<file path="src/rtl/nbit_pkg.sv">
package nbit_pkg;
    localparam int OSR        = 16;
    localparam int OSR_W      = $clog2(OSR);
    localparam int OSR_MID    = OSR / 2 - 1;
    localparam int FRAME_MAX  = 11;
    localparam int FRAME_W    = $clog2(FRAME_MAX);
    localparam int RX_SAMPLES = 9;
    localparam int LEAD_TICKS = OSR + 1;
    localparam int LEAD_W     = $clog2(LEAD_TICKS + 1);
    localparam logic [7:0] TERM_BYTE = 8'hFF;

    typedef enum logic [2:0] {
        SQ_IDLE, SQ_LEAD, SQ_ADDR, SQ_DATA, SQ_TERM, SQ_DRAIN
    } seq_e;

    typedef enum logic [2:0] {
        RS_IDLE, RS_START, RS_BITS, RS_STOP, RS_WAITHI
    } rxs_e;

    typedef struct packed {
        logic [7:0] data;
        logic       slot;
        logic       stop;
    } rx_frame_t;
endpackage

</file>
<file path="src/rtl/nbit_tick.sv">
module nbit_tick #(
    parameter int TICK_DIV = 68
) (
    input  logic clk,
    input  logic rst_n,
    output logic tick_o
);
    localparam int CW = (TICK_DIV > 1) ? $clog2(TICK_DIV) : 1;
    localparam logic [CW-1:0] TOP = CW'(TICK_DIV - 1);

    typedef struct packed {
        logic [CW-1:0] cnt;
    } tick_t;

    tick_t q, d;

    always_comb begin
        d = q;
        if (q.cnt == TOP) d.cnt = '0;
        else              d.cnt = q.cnt + 1'b1;
    end

    always_ff @(posedge clk or negedge rst_n) begin
        if (!rst_n) q <= '0;
        else        q <= d;
    end

    assign tick_o = (q.cnt == TOP);
endmodule

</file>
<file path="src/rtl/nbit_tx_ser.sv">
module nbit_tx_ser
    import nbit_pkg::*;
(
    input  logic       clk,
    input  logic       rst_n,
    input  logic       tick_i,
    input  logic       ld_i,
    input  logic [7:0] ld_data_i,
    input  logic       par_en_i,
    input  logic       stick_i,
    input  logic       even_sel_i,
    output logic       busy_o,
    output logic       txd_o
);
    typedef struct packed {
        logic                 busy;
        logic [FRAME_MAX-1:0] sh;
        logic [OSR_W-1:0]     tcnt;
        logic [FRAME_W-1:0]   bits;
        logic [FRAME_W-1:0]   last;
    } ser_t;

    ser_t q, d;
    logic slot;

    always_comb begin
        if (stick_i)         slot = ~even_sel_i;
        else if (even_sel_i) slot = ^ld_data_i;
        else                 slot = ~(^ld_data_i);

        d = q;
        if (!q.busy) begin
            if (ld_i) begin
                d.busy = 1'b1;
                d.tcnt = '0;
                d.bits = '0;
                if (par_en_i) begin
                    d.sh   = {1'b1, slot, ld_data_i, 1'b0};
                    d.last = FRAME_W'(FRAME_MAX - 1);
                end else begin
                    d.sh   = {2'b11, ld_data_i, 1'b0};
                    d.last = FRAME_W'(FRAME_MAX - 2);
                end
            end
        end else if (tick_i) begin
            if (q.tcnt == OSR_W'(OSR - 1)) begin
                d.tcnt = '0;
                d.sh   = {1'b1, q.sh[FRAME_MAX-1:1]};
                if (q.bits == q.last) d.busy = 1'b0;
                else                  d.bits = q.bits + 1'b1;
            end else begin
                d.tcnt = q.tcnt + 1'b1;
            end
        end
    end

    always_ff @(posedge clk or negedge rst_n) begin
        if (!rst_n) begin
            q      <= '0;
            q.sh   <= '1;
        end else begin
            q <= d;
        end
    end

    assign busy_o = q.busy;
    assign txd_o  = ~q.busy | q.sh[0];
endmodule

</file>
<file path="src/rtl/nbit_tx_seq.sv">
module nbit_tx_seq
    import nbit_pkg::*;
(
    input  logic       clk,
    input  logic       rst_n,
    input  logic       tick_i,
    input  logic       msg_go_i,
    input  logic [7:0] msg_addr_i,
    input  logic       dat_valid_i,
    input  logic [7:0] dat_byte_i,
    input  logic       dat_last_i,
    input  logic       ser_busy_i,
    output logic       dat_ready_o,
    output logic       ld_o,
    output logic [7:0] ld_data_o,
    output logic       even_sel_o,
    output logic       rts_o
);
    typedef struct packed {
        seq_e              st;
        logic [LEAD_W-1:0] cnt;
        logic [7:0]        addr;
    } seq_t;

    seq_t q, d;

    always_comb begin
        d           = q;
        ld_o        = 1'b0;
        ld_data_o   = q.addr;
        even_sel_o  = 1'b0;
        dat_ready_o = 1'b0;
        case (q.st)
            SQ_IDLE: begin
                if (msg_go_i) begin
                    d.st   = SQ_LEAD;
                    d.cnt  = '0;
                    d.addr = msg_addr_i;
                end
            end
            SQ_LEAD: begin
                if (tick_i) begin
                    if (q.cnt == LEAD_W'(LEAD_TICKS - 1)) d.st = SQ_ADDR;
                    else                                   d.cnt = q.cnt + 1'b1;
                end
            end
            SQ_ADDR: begin
                if (!ser_busy_i) begin
                    ld_o = 1'b1;
                    d.st = SQ_DATA;
                end
            end
            SQ_DATA: begin
                even_sel_o  = 1'b1;
                ld_data_o   = dat_byte_i;
                dat_ready_o = ~ser_busy_i;
                if (dat_valid_i && !ser_busy_i) begin
                    ld_o = 1'b1;
                    if (dat_last_i) d.st = SQ_TERM;
                end
            end
            SQ_TERM: begin
                ld_data_o = TERM_BYTE;
                if (!ser_busy_i) begin
                    ld_o = 1'b1;
                    d.st = SQ_DRAIN;
                end
            end
            SQ_DRAIN: begin
                if (!ser_busy_i) d.st = SQ_IDLE;
            end
            default: d.st = SQ_IDLE;
        endcase
    end

    always_ff @(posedge clk or negedge rst_n) begin
        if (!rst_n) begin
            q    <= '0;
            q.st <= SQ_IDLE;
        end else begin
            q <= d;
        end
    end

    assign rts_o = (q.st != SQ_IDLE);
endmodule

</file>
<file path="src/rtl/nbit_rx_deser.sv">
module nbit_rx_deser
    import nbit_pkg::*;
(
    input  logic      clk,
    input  logic      rst_n,
    input  logic      tick_i,
    input  logic      hold_i,
    input  logic      rxd_i,
    output logic      vld_o,
    output rx_frame_t frame_o
);
    typedef struct packed {
        rxs_e                  st;
        logic [1:0]            sync;
        logic [OSR_W-1:0]      cnt;
        logic [3:0]            idx;
        logic [RX_SAMPLES-1:0] sh;
        logic                  vld;
        rx_frame_t             fr;
    } rx_t;

    rx_t  q, d;
    logic line;

    assign line = q.sync[1];

    always_comb begin
        d      = q;
        d.vld  = 1'b0;
        d.sync = {q.sync[0], rxd_i};
        if (hold_i) begin
            d.st  = RS_IDLE;
            d.cnt = '0;
        end else if (tick_i) begin
            case (q.st)
                RS_IDLE: begin
                    if (!line) begin
                        d.st  = RS_START;
                        d.cnt = '0;
                    end
                end
                RS_START: begin
                    if (q.cnt == OSR_W'(OSR_MID)) begin
                        d.cnt = '0;
                        d.idx = '0;
                        d.st  = line ? RS_IDLE : RS_BITS;
                    end else begin
                        d.cnt = q.cnt + 1'b1;
                    end
                end
                RS_BITS: begin
                    if (q.cnt == OSR_W'(OSR - 1)) begin
                        d.cnt = '0;
                        d.sh  = {line, q.sh[RX_SAMPLES-1:1]};
                        if (q.idx == 4'(RX_SAMPLES - 1)) d.st = RS_STOP;
                        else                             d.idx = q.idx + 1'b1;
                    end else begin
                        d.cnt = q.cnt + 1'b1;
                    end
                end
                RS_STOP: begin
                    if (q.cnt == OSR_W'(OSR - 1)) begin
                        d.cnt     = '0;
                        d.vld     = 1'b1;
                        d.fr.data = q.sh[7:0];
                        d.fr.slot = q.sh[8];
                        d.fr.stop = line;
                        d.st      = line ? RS_IDLE : RS_WAITHI;
                    end else begin
                        d.cnt = q.cnt + 1'b1;
                    end
                end
                RS_WAITHI: begin
                    if (line) d.st = RS_IDLE;
                end
                default: d.st = RS_IDLE;
            endcase
        end
    end

    always_ff @(posedge clk or negedge rst_n) begin
        if (!rst_n) begin
            q      <= '0;
            q.st   <= RS_IDLE;
            q.sync <= 2'b11;
        end else begin
            q <= d;
        end
    end

    assign vld_o   = q.vld;
    assign frame_o = q.fr;
endmodule

</file>
<file path="src/rtl/nbit_bus_uart.sv">
module nbit_bus_uart
    import nbit_pkg::*;
#(
    parameter int TICK_DIV = 68
) (
    input  logic       clk,
    input  logic       rst_n,
    input  logic       msg_go,
    input  logic [7:0] msg_addr,
    input  logic       dat_valid,
    input  logic [7:0] dat_byte,
    input  logic       dat_last,
    output logic       dat_ready,
    output logic       txd,
    output logic       rts,
    input  logic       rxd,
    input  logic       filt_en,
    input  logic [7:0] node_addr,
    output logic       rx_valid,
    output logic [7:0] rx_byte,
    output logic       rx_ninth,
    output logic       rx_perr,
    output logic       rx_ferr,
    output logic       rx_brk
);
    logic       tick;
    logic       ser_busy;
    logic       ld;
    logic [7:0] ld_data;
    logic       even_sel;
    logic       fr_vld;
    rx_frame_t  fr;

    nbit_tick #(.TICK_DIV(TICK_DIV)) u_tick (
        .clk    (clk),
        .rst_n  (rst_n),
        .tick_o (tick)
    );

    nbit_tx_seq u_seq (
        .clk         (clk),
        .rst_n       (rst_n),
        .tick_i      (tick),
        .msg_go_i    (msg_go),
        .msg_addr_i  (msg_addr),
        .dat_valid_i (dat_valid),
        .dat_byte_i  (dat_byte),
        .dat_last_i  (dat_last),
        .ser_busy_i  (ser_busy),
        .dat_ready_o (dat_ready),
        .ld_o        (ld),
        .ld_data_o   (ld_data),
        .even_sel_o  (even_sel),
        .rts_o       (rts)
    );

    nbit_tx_ser u_ser (
        .clk        (clk),
        .rst_n      (rst_n),
        .tick_i     (tick),
        .ld_i       (ld),
        .ld_data_i  (ld_data),
        .par_en_i   (1'b1),
        .stick_i    (1'b1),
        .even_sel_i (even_sel),
        .busy_o     (ser_busy),
        .txd_o      (txd)
    );

    nbit_rx_deser u_rx (
        .clk     (clk),
        .rst_n   (rst_n),
        .tick_i  (tick),
        .hold_i  (rts),
        .rxd_i   (rxd),
        .vld_o   (fr_vld),
        .frame_o (fr)
    );

    typedef struct packed {
        logic       pass;
        logic       valid;
        logic [7:0] data;
        logic       ninth;
        logic       perr;
        logic       ferr;
        logic       brk;
    } out_t;

    out_t q, d;
    logic calc, perr, ninth, deliver;

    always_comb begin
        calc    = ^fr.data;
        perr    = (fr.slot != calc);
        ninth   = perr ? ~calc : calc;
        deliver = 1'b0;
        d       = q;
        d.valid = 1'b0;
        if (fr_vld && !rts) begin
            deliver = !filt_en || (!ninth && q.pass);
            if (ninth) begin
                if (fr.data == TERM_BYTE) d.pass = 1'b0;
                else                      d.pass = (fr.data == node_addr);
            end
            if (deliver) begin
                d.valid = 1'b1;
                d.data  = fr.data;
                d.ninth = ninth;
                d.perr  = perr;
                d.ferr  = ~fr.stop;
                d.brk   = ~fr.stop & ~fr.slot & (fr.data == 8'h00);
            end
        end
    end

    always_ff @(posedge clk or negedge rst_n) begin
        if (!rst_n) q <= '0;
        else        q <= d;
    end

    assign rx_valid = q.valid;
    assign rx_byte  = q.data;
    assign rx_ninth = q.ninth;
    assign rx_perr  = q.perr;
    assign rx_ferr  = q.ferr;
    assign rx_brk   = q.brk;
endmodule

</file>
<file path="config.mk">
export PLATFORM = sky130hd
export DESIGN_NAME = nbit_bus_uart
export DESIGN_NICKNAME = d
export VERILOG_FILES = /design/src/rtl/nbit_pkg.sv /design/src/rtl/nbit_tick.sv /design/src/rtl/nbit_tx_ser.sv /design/src/rtl/nbit_tx_seq.sv /design/src/rtl/nbit_rx_deser.sv /design/src/rtl/nbit_bus_uart.sv
export SDC_FILE = /design/constraint.sdc
export NUM_CORES = 1
export LEC_CHECK = 0
export CAP_MARGIN = 15
export CORE_MARGIN = 2
export CORE_UTILIZATION = 40
export DETAILED_ROUTE_END_ITERATION = 12
export SKIP_CTS_REPAIR_TIMING = 1
export SLEW_MARGIN = 20
export SYNTH_ARGS = -nofsm -noshare
export SYNTH_HDL_FRONTEND = slang
export SYNTH_HIERARCHICAL = 1
export SYNTH_SLANG_ARGS = --single-unit
</file>
<file path="constraint.sdc">
create_clock -name clk -period 8.4 [get_ports clk]
set_input_delay 1.26 -clock clk [delete_from_list [all_inputs] [get_ports clk]]
set_output_delay 1.26 -clock clk [all_outputs]
set_load 0.005 [all_outputs]
</file>
==> reports/metrics.csv <==
stage,metric,value,unit
layout,P&R area growth vs syn,14.4,%
floorplanning,die area,0.0139,mm^2
sta,"Hold Violations, Final",0,
yosys,Post-synth top cells,"dfrtp_1, nand2_1, inv_1",
floorplanning,Die Wd,118,um
pwr,Lkg Pwr,2.56,nW
layout,share of layout cells above drive strength 1,16.8,%
pwr,Power Density,147,mW/mm^2
min_path,hold_sp,u_rx/d[29]$_DFF_PN1_,
clocking,root buffer cell,clkbuf_16,
floorplanning,Ports,47,
floorplanning,Die Ht,118,um
routing,TritonRoute pass-1 iters,4,
setup_path,R2R depth,5,
sta,worst slew pin tran,0.938,ns
clocking,CTS tree,yes,
run,Max Cap Violations,0,
floorplanning,core area,0.0126,mm^2
placed_design,Final HPWL DP,6870,um
clocking,clk buf depth,2,
yosys,syn avg cell area,10.8,um^2
routing,Vias per Instance,5.22,
clocking,htree depth,3,
placed_design,IO buf count,46,
yosys,ys flop type,dfrtp_1,
layout,# diodes,0,
grt,grt total ovfl,0,
clocking,clock-pin slew on the worst setup and hold paths,0.06,ns
yosys,sequential cell area fraction in the yosys report,45.3,%
setup_path,CP arrival,2.31,ns
pwr,Worst VDD drop,61.2,uV
setup_path,FF-to-FF Start,u_seq/q[14]$_DFFE_PN0P_,
sta,"Slew Viols, Final",0,
floorplanning,Rows,41,
setup_path,RR Endpoint,u_rx/frame_o[2]$_DFFE_PN0P_,
setup_path,Setup CP Type,reg2out,
yosys,Mapped Cells,481,
layout,Multi-input gate area,0.00250,mm^2
setup_path,reg2reg setup slack,5.61,ns
yosys,"FF+latch count, synth",93,
sta,final setup vio count,0,
routing,DRC viols,0,
clocking,CTS sink cnt,93,
setup_path,Worst Setup End Kind,output port,
status,outcome,completed,
sta,Tcrit/Tclk final,42.4,%
min_path,worst-case hold path end point,u_rx/line$_DFF_PN1_,
pwr,final total power,870,uW
sta,setup_tns,0,ns
min_path,Cells on Worst Hold Path,0,
layout,Nets,560,
routing,DR iter-0 viols,266,
yosys,Yosys top cell area share,38.7,%
min_path,HP Class,reg2reg,
grt,vias in the first global route,3625,
yosys,Netlist cell types,73,
sta,Final min period,3.57,ns
grt,first-pass GRT wire length,17500,um
yosys,Post-synth EDFFs,0,
floorplanning,initial core utilization,41.0,%
yosys,synthesized cell area,0.00517,mm^2
yosys,ranking of synthesized cells by area,"dfrtp_1, dfstp_2, mux2_2",
yosys,"area leader, netlist",dfrtp_1,
yosys,most common cell in the synthesized netlist,dfrtp_1,
placed_design,GPL Wtd Cong,0.789,
routing,WL/cell,14.5,um
sta,worst relative slew slack,37.5,%
setup_path,worst setup path start,u_seq/q[13]$_DFFE_PN0P_,
yosys,Post-synth ARST share,100,%
grt,pin count of the biggest net entering global routing,76,
setup_path,critical path launch point type,flip-flop,
sta,Max Clk Rate,280,MHz
clocking,clock buffer count from CTS,9,
sta,Fin Clk Skew,0.00716,ns
layout,Sequential Area,0.00234,mm^2
setup_path,crit path max fanout,14,
routing,Vias,3602,
routing,Post-DRT Antenna Nets,0,
yosys,Yosys warning total,6,
clocking,Skew-Pair Late Insertion Delay,0.34,ns
layout,Layout fillers,1193,
sta,RSZ-0062 raised after global routing,no,
grt,overall routing resource usage,15.3,%
grt,initial antenna violation count,0,
routing,WL final,9980,um
setup_path,WP data required,7.14,ns
==> cell type report <==
type / count / share of cell area (%)
Multi-Input combinational cell: 331 / 42.2
Sequential cell: 93 / 39.6
Timing Repair Buffer: 50 / 8.24
Clock buffer: 12 / 4.16
Tap cell: 172 / 3.64
Inverter: 28 / 1.78
Clock inverter: 4 / 0.423
==> worst max-delay path: stages (launching register included) <==
cell             delay (ns)
dfrtp_1                0.69
inv_1                  0.23
nand2_1                0.44
clkdlybuf4s50_1        0.60
==> metal layers <==
layer	share of wire [%]	track usage, %
met5	0	0
met4	2.1	7.38
met3	2.7	3.00
met2	46	23.8
met1	50	20.6
==> registers in the layout, summed over array words and instances (netlist names) <==
name and cells:
rx_ferr 1, rx_brk 1, u_rx/d 1, q 1, u_ser/q 22, u_rx/q 20
u_ser/busy_o 1, u_tick/q 7, rx_perr 1, u_rx/frame_o 10, rx_valid 1, rx_ninth 1
rx_byte 8, u_rx/line 1, u_seq/q 16, u_rx/vld_o 1
==> per-stage QoR <==
stage                     cells  util [%]  cell area [um^2]  worst slack [ns]  hold slack (ns)
after floorplan             487         -              5200              4.83            0.345
after global placement      674      44.8              5650              5.26            0.347
after detailed placement    674      44.8              5650              5.21            0.347
after CTS                   690      46.9              5920              4.82            0.356
after global routing        690      46.9              5920              4.69            0.364
final                       690      46.9              5920              4.83            0.355
==> cells by family after synthesis <==
group	count (synthesis)	share of synthesized area, %
simple gates	152	17.9
compound gates	95	13.0
flops	93	45.3
buf+inv	63	7.01
mux	34	8.05
xor+xnor	27	4.86
fa+ha+maj	16	3.87
other cells	1	0.0725
==> report_power, final <==
group          total [mW]  switching [mW]  internal [mW]
sequential          0.454         0.00238          0.452
clock               0.374           0.166          0.208
combinational      0.0415          0.0200         0.0215
==> placed cells by master (no fill, tap or decap), types with 3 or more instances in the layout <==
cell             netlist  final
o21a_1                 3      3
buf_4                 21      5
clkdlybuf4s50_1        0     45
dfstp_2               13     13
nand4_1                8      8
nor3_1                 7      7
dfrtp_1               80     80
conb_1                 1      7
a221o_1               10     10
xnor2_1               14     14
mux2_4                10     10
nand3b_1               4      4
o211ai_1               3      3
nor2b_1                6      6
a22oi_1                8      8
inv_1                 28     28
xor2_1                12     12
nand3_1               13     13
ha_1                  16     16
o21ai_0               17     17
mux2i_1                3      3
a21oi_1               18     18
a211o_1                5      5
clkbuf_16              0      9
nor2_1                24     24
nor4_1                 4      3
nand2_1               43     43
nor3b_1                4      4
nand2b_1              10     10
o31ai_1                5      5
o21ai_1                8      8
mux2_2                21     21
==> how the worst max path moves through the flow <==
stage	slack, ns	to
after CTS	4.82	rts
after global placement	5.26	rts
final	4.83	rts
after detailed placement	5.21	rts
after global routing	4.69	rts
after floorplan	4.83	u_rx/q[11]$_DFFE_PN0P_
(Power assumes the default switching activity.)
